<file path="src/rtl/rtc_cs_pkg.sv">
package rtc_cs_pkg;
  localparam int DW = 8;
  localparam int CAL_W = 5;
  localparam int B_LB  = 7;
  localparam int B_AF  = 6;
  localparam int B_CF  = 5;
  localparam int B_POR = 4;
  localparam int B_AEN = 3;
  localparam int B_CAL = 2;
  localparam int B_W   = 1;
  localparam int B_R   = 0;

  typedef struct packed {
    logic lb;
    logic af;
    logic cf;
    logic por;
    logic aen;
    logic cal;
    logic w;
    logic r;
  } ctrl_t;
endpackage

</file>
<file path="src/rtl/rtc_cs_ctrl_reg.sv">
module rtc_cs_ctrl_reg
  import rtc_cs_pkg::*;
(
  input  logic          clk,
  input  logic          rst_n,
  input  logic          ctrl_wr,
  input  logic          ctrl_rd,
  input  logic [DW-1:0] wdata,
  input  logic          alarm_match,
  input  logic          year_wrap,
  input  logic          lowbat_evt,
  input  logic          por_evt,
  output ctrl_t         ctrl_q
);
  ctrl_t ctrl_d;
  logic  ctrl_en;
  logic  alarm_set;

  assign alarm_set = alarm_match & ctrl_q.aen & ~ctrl_q.cal;
  assign ctrl_en   = ctrl_wr | ctrl_rd | alarm_match | year_wrap | lowbat_evt | por_evt;

  always_comb begin
    ctrl_d = ctrl_q;
    if (ctrl_rd) begin
      ctrl_d.af = 1'b0;
      ctrl_d.cf = 1'b0;
    end
    if (ctrl_wr) begin
      ctrl_d.lb  = ctrl_q.lb  & wdata[B_LB];
      ctrl_d.por = ctrl_q.por & wdata[B_POR];
      ctrl_d.aen = wdata[B_AEN];
      ctrl_d.cal = wdata[B_CAL];
      ctrl_d.w   = wdata[B_W];
      ctrl_d.r   = wdata[B_R];
    end
    // events set after any clear so that none is lost
    if (alarm_set)  ctrl_d.af  = 1'b1;
    if (year_wrap)  ctrl_d.cf  = 1'b1;
    if (lowbat_evt) ctrl_d.lb  = 1'b1;
    if (por_evt)    ctrl_d.por = 1'b1;
  end

  always_ff @(posedge clk or negedge rst_n) begin
    if (!rst_n)       ctrl_q <= '0;
    else if (ctrl_en) ctrl_q <= ctrl_d;
  end
endmodule

</file>
<file path="src/rtl/rtc_cs_cal_reg.sv">
module rtc_cs_cal_reg #(
  parameter int CAL_W = 5,
  parameter int DW    = 8
) (
  input  logic             clk,
  input  logic             rst_n,
  input  logic             cal_wr,
  input  logic             cal_mode,
  input  logic [DW-1:0]    wdata,
  output logic             cal_sign,
  output logic [CAL_W-1:0] cal_code
);
  logic             cal_en;
  logic             sign_d;
  logic [CAL_W-1:0] code_d;

  assign cal_en = cal_wr & cal_mode;

  always_comb begin
    sign_d = wdata[CAL_W];
    code_d = wdata[CAL_W-1:0];
  end

  always_ff @(posedge clk or negedge rst_n) begin
    if (!rst_n) begin
      cal_sign <= 1'b0;
      cal_code <= '0;
    end else if (cal_en) begin
      cal_sign <= sign_d;
      cal_code <= code_d;
    end
  end
endmodule

</file>
<file path="src/rtl/rtc_cs_edge.sv">
module rtc_cs_edge #(
  parameter bit RISE = 1'b1
) (
  input  logic clk,
  input  logic rst_n,
  input  logic level,
  output logic prev,
  output logic fire,
  output logic pulse
);
  generate
    if (RISE) begin : g_rise
      assign fire = level & ~prev;
    end else begin : g_fall
      assign fire = ~level & prev;
    end
  endgenerate

  always_ff @(posedge clk or negedge rst_n) begin
    if (!rst_n) begin
      prev  <= 1'b0;
      pulse <= 1'b0;
    end else begin
      prev  <= level;
      pulse <= fire;
    end
  end
endmodule

</file>
<file path="src/rtl/rtc_cs_user_bank.sv">
module rtc_cs_user_bank #(
  parameter int N_TIME = 7,
  parameter int DW     = 8,
  parameter int IDX_W  = 3
) (
  input  logic                 clk,
  input  logic                 rst_n,
  input  logic                 track,
  input  logic                 capture,
  input  logic                 freeze,
  input  logic                 wr_en,
  input  logic [IDX_W-1:0]     wr_idx,
  input  logic [DW-1:0]        wdata,
  input  logic [N_TIME*DW-1:0] cnt_bank,
  output logic [N_TIME*DW-1:0] bank_q
);
  genvar gi;
  generate
    for (gi = 0; gi < N_TIME; gi++) begin : g_byte
      logic [DW-1:0] byte_d;
      logic          byte_en;
      logic          host_hit;

      assign host_hit = freeze & wr_en & (wr_idx == IDX_W'(gi));

      always_comb begin
        byte_en = 1'b0;
        byte_d  = bank_q[gi*DW +: DW];
        if (track | capture) begin
          byte_en = 1'b1;
          byte_d  = cnt_bank[gi*DW +: DW];
        end else if (host_hit) begin
          byte_en = 1'b1;
          byte_d  = wdata;
        end
      end

      always_ff @(posedge clk or negedge rst_n) begin
        if (!rst_n)       bank_q[gi*DW +: DW] <= '0;
        else if (byte_en) bank_q[gi*DW +: DW] <= byte_d;
      end
    end
  endgenerate
endmodule

</file>
<file path="src/rtl/rtc_ctrl_status.sv">
module rtc_ctrl_status
  import rtc_cs_pkg::*;
#(
  parameter int ADDR_W = 4,
  parameter int N_TIME = 7
) (
  input  logic                 clk,
  input  logic                 rst_n,
  input  logic                 bus_sel,
  input  logic                 bus_we,
  input  logic [ADDR_W-1:0]    bus_addr,
  input  logic [DW-1:0]        bus_wdata,
  output logic [DW-1:0]        bus_rdata,
  input  logic                 alarm_match,
  input  logic                 year_wrap,
  input  logic                 lowbat_evt,
  input  logic                 por_evt,
  input  logic [N_TIME*DW-1:0] cnt_bank,
  output logic [N_TIME*DW-1:0] user_bank,
  output logic                 snap_pulse,
  output logic                 load_pulse,
  output logic                 alarm_n,
  output logic                 cal_mode,
  output logic                 cal_sign,
  output logic [CAL_W-1:0]     cal_code
);
  localparam int IDX_W = (N_TIME > 1) ? $clog2(N_TIME) : 1;
  localparam logic [ADDR_W-1:0] CTRL_A = ADDR_W'(0);
  localparam logic [ADDR_W-1:0] CAL_A  = ADDR_W'(1);
  localparam logic [ADDR_W-1:0] USER_A = ADDR_W'(2);
  localparam logic [ADDR_W-1:0] LAST_A = ADDR_W'(2 + N_TIME - 1);

  ctrl_t            ctrl_q;
  logic [DW-1:0]    ctrl_byte;
  logic             ctrl_hit, cal_hit, user_hit;
  logic [IDX_W-1:0] user_idx;
  logic             r_prev, r_fire;
  logic             w_prev, w_fire;
  logic             track, capture;

  assign ctrl_hit = (bus_addr == CTRL_A);
  assign cal_hit  = (bus_addr == CAL_A);
  assign user_hit = (bus_addr >= USER_A) && (bus_addr <= LAST_A);
  assign user_idx = IDX_W'(bus_addr - USER_A);

  rtc_cs_ctrl_reg u_ctrl (
    .clk         (clk),
    .rst_n       (rst_n),
    .ctrl_wr     (bus_sel & bus_we & ctrl_hit),
    .ctrl_rd     (bus_sel & ~bus_we & ctrl_hit),
    .wdata       (bus_wdata),
    .alarm_match (alarm_match),
    .year_wrap   (year_wrap),
    .lowbat_evt  (lowbat_evt),
    .por_evt     (por_evt),
    .ctrl_q      (ctrl_q)
  );

  assign ctrl_byte = ctrl_q;
  assign cal_mode  = ctrl_q.cal;
  assign alarm_n   = ~ctrl_q.af;

  rtc_cs_cal_reg #(.CAL_W(CAL_W), .DW(DW)) u_cal (
    .clk      (clk),
    .rst_n    (rst_n),
    .cal_wr   (bus_sel & bus_we & cal_hit),
    .cal_mode (ctrl_q.cal),
    .wdata    (bus_wdata),
    .cal_sign (cal_sign),
    .cal_code (cal_code)
  );

  rtc_cs_edge #(.RISE(1'b1)) u_snap_edge (
    .clk   (clk),
    .rst_n (rst_n),
    .level (ctrl_q.r),
    .prev  (r_prev),
    .fire  (r_fire),
    .pulse (snap_pulse)
  );

  rtc_cs_edge #(.RISE(1'b0)) u_load_edge (
    .clk   (clk),
    .rst_n (rst_n),
    .level (ctrl_q.w),
    .prev  (w_prev),
    .fire  (w_fire),
    .pulse (load_pulse)
  );

  // tracking pauses through the transfer so the core loads host values
  assign track   = ~ctrl_q.r & ~ctrl_q.w & ~w_prev & ~load_pulse & ~w_fire;
  assign capture = r_fire & ~ctrl_q.w;

  rtc_cs_user_bank #(.N_TIME(N_TIME), .DW(DW), .IDX_W(IDX_W)) u_bank (
    .clk      (clk),
    .rst_n    (rst_n),
    .track    (track),
    .capture  (capture),
    .freeze   (ctrl_q.w),
    .wr_en    (bus_sel & bus_we & user_hit),
    .wr_idx   (user_idx),
    .wdata    (bus_wdata),
    .cnt_bank (cnt_bank),
    .bank_q   (user_bank)
  );

  always_comb begin
    bus_rdata = '0;
    if (ctrl_hit) bus_rdata = ctrl_byte;
    if (cal_hit)  bus_rdata = {{(DW-CAL_W-1){1'b0}}, cal_sign, cal_code};
    for (int i = 0; i < N_TIME; i++) begin
      if (user_hit && (user_idx == IDX_W'(i))) bus_rdata = user_bank[i*DW +: DW];
    end
  end
endmodule

</file>
<file path="config.mk">
export PLATFORM = sky130hd
export DESIGN_NAME = rtc_ctrl_status
export DESIGN_NICKNAME = d
export VERILOG_FILES = /design/src/rtl/rtc_cs_pkg.sv /design/src/rtl/rtc_cs_ctrl_reg.sv /design/src/rtl/rtc_cs_cal_reg.sv /design/src/rtl/rtc_cs_edge.sv /design/src/rtl/rtc_cs_user_bank.sv /design/src/rtl/rtc_ctrl_status.sv
export SDC_FILE = /design/constraint.sdc
export NUM_CORES = 1
export LEC_CHECK = 0
export BUFFER_PORTS_ARGS = -buffer_cell sky130_fd_sc_hd__buf_2
export CAP_MARGIN = 10
export CORE_AREA = 2 2 114 116
export DETAILED_ROUTE_END_ITERATION = 8
export DIE_AREA = 0 0 116 118
export PLACE_DENSITY = 0.73
export RECOVER_POWER = 50
export SKIP_CTS_REPAIR_TIMING = 1
export SLEW_MARGIN = 10
export SYNTH_ARGS = -nofsm -noshare
export SYNTH_HDL_FRONTEND = slang
export SYNTH_SLANG_ARGS = --single-unit
</file>
<file path="constraint.sdc">
create_clock -name clk -period 2 [get_ports clk]
set_input_delay 0.2 -clock clk [delete_from_list [all_inputs] [get_ports clk]]
set_output_delay 0.2 -clock clk [all_outputs]
set_load 0.005 [all_outputs]
</file>
# Word level (Yosys, flattened, before mapping)
# Cells that the tools add are included.
[totals]
ff_bits = 74
output_inout_bits = 74
input_bits = 76
wordCells = 149
[op_classes]
bitwise = 41
reduce_logical = 33
n_mux = 44
order_cmp = 2
eq_ne = 7
addsub = 1
[op_table]
columns = ["op", "n"]
rows = [
  ["$mux 8", 23],
  ["$and 1x1->1", 26],
  ["$reduce_and 2->1", 12],
  ["$reduce_bool 2->1", 11],
  ["$mux 1", 19],
  ["$eq 3x3->1 const B", 3],
  ["$not 1->1", 9],
  ["$logic_and 1x1->1", 8],
  ["$eq 3x2->1 const B", 2],
  ["$or 1x1->1", 6],
  ["$mux 5", 1],
  ["$eq 4x1->1 const B", 1],
  ["$ge 4x2->1 const B", 1],
  ["$le 4x4->1 const B", 1],
  ["$logic_not 4->1", 1],
  ["$eq 3x1->1 const B", 1],
  ["$logic_not 3->1", 1],
  ["$sub 3x2->3 const B", 1],
  ["$mux 2", 1],
]

# Longest topological paths before layout
[logic_depth]
word_depth = 10
ltp_mapped = 9

# Cells and area by module
# Synthesis repeated with hierarchy kept, for this count alone.
[hier_totals]
cells_unflattened = 509
hier_area_um2 = 4566.9
[by_module_without_submodules]
columns = ["module", "seq_area_each_um2", "area_each_um2", "instances", "cells_per_inst"]
rows = [
  ["rtc_cs_user_bank", 1401.3, 3064.2, 1, 350],
  ["rtc_ctrl_status", 0.0, 827.0, 1, 120],
  ["rtc_cs_ctrl_reg", 200.2, 296.5, 1, 20],
  ["rtc_cs_cal_reg", 150.1, 251.5, 1, 13],
  ["rtc_cs_edge", 50.0, 63.8, 2, 3],
]

# Worst setup path before layout
# Ideal clock, no wire load.
[synth_path]
kind = "input to register"
startpoint = "input port bus_addr[1]"
endpoint = "register u_bank.bank_q[48]"
arrival_ns = 2.231
cell_stages = 8
n_path_buf = 3
setup_slack_ns = -0.356
required_time_ns = 1.875
path_cell_list = "buf_2 -> buf_4 -> inv_1 -> ha_1 -> clkbuf_1 -> a2111o_1 -> o31ai_4 -> mux2_2"
[synth_between]
elab_chain_cells = 8
word_cells_on_any_way = 12
classes_between = "add/sub: 1; order compare: 2; eq/ne: 1; mux: 2; bitwise: 3; reduce/logical: 3"
[synth_rtl]
columns = ["item", "line_no", "source"]
rows = [
  ["start: declaration", "rtc_ctrl_status.sv:11", "input logic [ADDR_W-1:0] bus_addr,"],
  ["$ge 4x2->1 or $le 4x4->1 (tied branches)", "rtc_ctrl_status.sv:43", "assign user_hit = (bus_addr >= USER_A) && (bus_addr <= LAST_A);"],
  ["$logic_and 1x1->1", "rtc_ctrl_status.sv:43", ""],
  ["$and 1x1->1", "rtc_ctrl_status.sv:101", ".wr_en (bus_sel & bus_we & user_hit),"],
  ["$and 1x1->1", "rtc_cs_user_bank.sv:24", "assign host_hit = freeze & wr_en & (wr_idx == IDX_W'(gi));"],
  ["$and 1x1->1 (*)", "rtc_cs_user_bank.sv:24", ""],
  ["$mux 1", "rtc_cs_user_bank.sv:32", "end else if (host_hit) begin"],
  ["$mux 1", "rtc_cs_user_bank.sv:29", "if (track | capture) begin"],
  ["$reduce_and 2->1 (no source line) (*)", "n/a", ""],
  ["end signal: indexed assignment", "rtc_cs_user_bank.sv:40", "else if (byte_en) bank_q[gi*DW +: DW] <= byte_d;"],
  ["end: declaration", "rtc_cs_user_bank.sv:15", "output logic [N_TIME*DW-1:0] bank_q"],
]
# Every way passes the cells marked *; elsewhere a longest branch is shown, timed or not.
# A chain may end at the register's enable or synchronous reset.

# Final worst setup path
[layout_path]
startpoint = "input port bus_addr[3]"
endpoint = "output port bus_rdata[2]"
[layout_between]
elab_chain_cells = 10
word_cells_on_any_way = 21
classes_between = "order compare: 2; eq/ne: 1; mux: 9; reduce/logical: 9"
[layout_rtl]
columns = ["item", "line_no", "source"]
rows = [
  ["$ge 4x2->1 (tied with other cells)", "rtc_ctrl_status.sv:43", ""],
  ["$logic_and 1x1->1 or $mux 8 (tied branches)", "rtc_ctrl_status.sv:43, rtc_ctrl_status.sv:110", ""],
  ["$logic_and 1x1->1 or $mux 8 (tied branches)", "rtc_ctrl_status.sv:113, rtc_ctrl_status.sv:111", ""],
  ["$mux 8 (6 in a row)", "rtc_ctrl_status.sv:113", "if (user_hit && (user_idx == IDX_W'(i))) bus_rdata = user_bank[i*DW +: DW];"],
  ["$mux 8 (*)", "rtc_ctrl_status.sv:113", ""],
  ["end: declaration", "rtc_ctrl_status.sv:13", "output logic [DW-1:0] bus_rdata,"],
]
# Marked as above.

==> metrics <==
register area share after synthesis=43.02%; status=finished, violations left; GP Congestion=0.8795; maximum net fanout on the critical path=16; P&R area growth vs syn=41.95%; RSZ-0062 raised after global routing=true; Initial Util=34.67%; asr flop ratio synth=100.0%; DR vias=4,001; Post-Synth Simple-Gate Area=11.83%; layout cells sized above 1=57.07%; max incr delay on CP=0.35 ns; GRT overflow=0; H-tree lvl count=3; R2R depth=5; I/O Pins=150; post-route setup slack=-0.01983 ns; flop-to-flop setup slack=0.05 ns; setup TNS=-0.01983 ns; max-slew violations=0; CTS tree=done; leakage=2.819 nW; Reg-to-Reg Start=u_ctrl.ctrl_q[1]$_DFFE_PN0P_; fin crit period=2.020 ns; total core area=12,410 sq um; synthesis warning total=0; HPWL after detailed placement=11,180 um; syn_area_per_cell=11.06 sq um; Iteration-0 DRC Markers=244; CP bufs+invs=3; final cycle utilization of the critical path=101.0%; first-pass detailed-route iteration total=5; Crit. End Element=output pin; WP data required=1.80 ns; Levels on crit path=7; wire length per cell=19.56 um; Antenna diodes=0; Clock Latency Late Sink=0.34 ns; clk sinks=74; crit path kind=in2out; most frequent CP cell=buf_2; Setup crit end=bus_rdata[2]; Synth Area in XOR/XNOR=0%; largest family of logic cells by synthesized area=multiplexers; post-synthesis adder-cell area fraction=0.2907%; Synth Area in Compound Gates=13.81%; main flop type after synthesis=dfrtp_1; #FFs+latches synth=74; crit start category=primary input; largest net degree at the start of global routing=75; final hold vios=0; via/cell ratio=5.320; mapped cell area=4304 sq um; first-pass GRT wire length=22,850 um; Syn Nets=466; DIE AREA=13,690 sq um; skew final=0.006475 ns; Setup crit start=bus_addr[3]; cts bufs inserted=9; Slew headroom=31.13%; Hold WC Path Type=in2reg; IR drop worst, VDD=0.6040 mV; kind of cell adding the most delay to the critical path=buffers and inverters; number of antenna violations at the first check in global routing=0; post-synthesis mux area share=27.15%; Synth Instances=389; Clock Path Buffers=2; EDFF count, synth=0; Netlist cell types=50; Final ANT Viol Nets=0; DR DRC count=0; die width=116 um; crit-path cells=buf_2 > mux2i_1 > buf_4 > or3_1 > o221ai_1 > o211ai_1 > buf_2; failing checks=setup timing; overall routing resource usage=22.05%; Port Buffers=149; Critical R2R Capture=u_bank.bank_q[49]$_DFFE_PN0P_; row count=41; total wire length=14,710 um; clock slew at reported path FFs=0.05 ns; nets=652; Clk Tree Root Cell=clkbuf_16; Fmax achieved=0.4951 GHz; max cap viols=0; Arr. time, crit path=1.82 ns; Final setup viols=1; CP max stage cell=mux2i_1; PD cells=1208 nW/um^2; die height=118 um; fin util=49.21%; number of global-route vias before repair=4,087; actual slew at the worst max-slew pin=1.033 ns
==> report_power, final <==
part | internal, W | leakage, nW | switching [W]
combinational | 0.00170 | 1.80 | 0.00126
clock | 0.00103 | 0.145 | 0.000631
sequential | 0.00211 | 0.879 | 0.000653
==> final cells by class <==
type                    instances  area [sq um]
inverters                       8         35.03
clock buffers                  12         256.5
multi-input cells             278          2445
well taps                     172         215.2
fillers                      1148          6305
repair buffers                204          1256
flip-flops and latches         74          1852
clock inverters                 4         50.05
==> cell usage after synthesis (all sizes together) (2+ instances only) <==
cell	instances	area [sq um]
a22oi	2	15.01
a21o	5	37.54
o211ai	12	90.09
nand2	32	120.1
o21ai	14	77.58
nor4	4	25.02
o221ai	10	87.58
a32o	2	20.02
a31oi	2	12.51
nor3	5	25.02
or4	2	15.01
nand3	20	105.1
a211o	6	52.55
a221oi	5	43.79
clkbuf	8	30.03
nor4bb	2	20.02
mux2	94	1059
nand3b	2	15.01
a211oi	2	20.02
nor2	8	30.03
o21bai	2	15.01
nor2b	6	37.54
nand2b	6	37.54
nand4	2	12.51
inv	8	30.03
a2111o	2	22.52
buf	21	107.6
mux2i	11	110.1
a32oi	2	17.52
dfrtp	74	1852
or3	4	25.02
==> worst min path at each step <==
stage / startpoint / end / slack (ns) / depth (start not counted)
5_1_grt: year_wrap / u_ctrl.ctrl_q[5]$_DFFE_PN0P_ / 0.05 / 2
4_1_cts: rst_n / u_bank.bank_q[53]$_DFFE_PN0P_ / -0.09 / 2
3_5_place_dp: rst_n / u_bank.bank_q[9]$_DFFE_PN0P_ / 0.27 / 2
3_3_place_gp: rst_n / u_cal.cal_code[0]$_DFFE_PN0P_ / 0.26 / 2
6_report: year_wrap / u_ctrl.ctrl_q[5]$_DFFE_PN0P_ / 0.05 / 2
2_1_floorplan: rst_n / u_bank.bank_q[0]$_DFFE_PN0P_ / -0.1 / 0
==> metal layers <==
metal | up-vias | wire length [um] | track usage, %
li1 | 1838 | - | -
met4 | 0 | 340 | 6.548
met5 | - | 0 | 0
met3 | 27 | 811 | 4.480
met1 | 1966 | 6257 | 28.72
met2 | 170 | 7299 | 36.70
==> logic make-up (layout without fill, tap and decap cells) <==
family | Yosys count | after routing
and+or+nand+nor | 98 | 98
adders and majority gates | 1 | 1
buffers and inverters | 37 | 228
muxes | 105 | 105
DFF | 74 | 74
AOI/OAI and AO/OA | 74 | 74
==> registers in the layout, indices dropped and copies added (netlist names) <==
name,cells
u_cal.cal_code,5
u_load_edge.pulse,1
u_load_edge.prev,1
u_snap_edge.prev,1
u_bank.bank_q,56
u_ctrl.ctrl_q,8
u_cal.cal_sign,1
u_snap_edge.pulse,1
==> through the flow <==
stage               setup slack, ns  cell area, sq um  hold WS [ns]  instances  total power, W
floorplan                   -0.2548              4377      -0.09559        389        0.004155
global placement            -0.1818              5624        0.2615        732        0.005590
detailed placement          -0.2069              5624        0.2683        732        0.005689
CTS                         -0.2134              5931      -0.08752        748        0.007362
global route               -0.06188              6110       0.04602        752        0.007826
finish                     -0.01983              6110       0.04961        752        0.007378
==> cells in the final DEF (no fill, tap or decap), drive strengths merged, types with 10 or more instances in the layout <==
cell,synthesis,routed
dfrtp,74,74
o211ai,12,12
mux2i,11,11
nand3,20,20
nand2,32,32
o21ai,14,14
buf,21,192
clkbuf,8,23
mux2,94,94
o221ai,10,10
(Power assumes the default switching activity.)
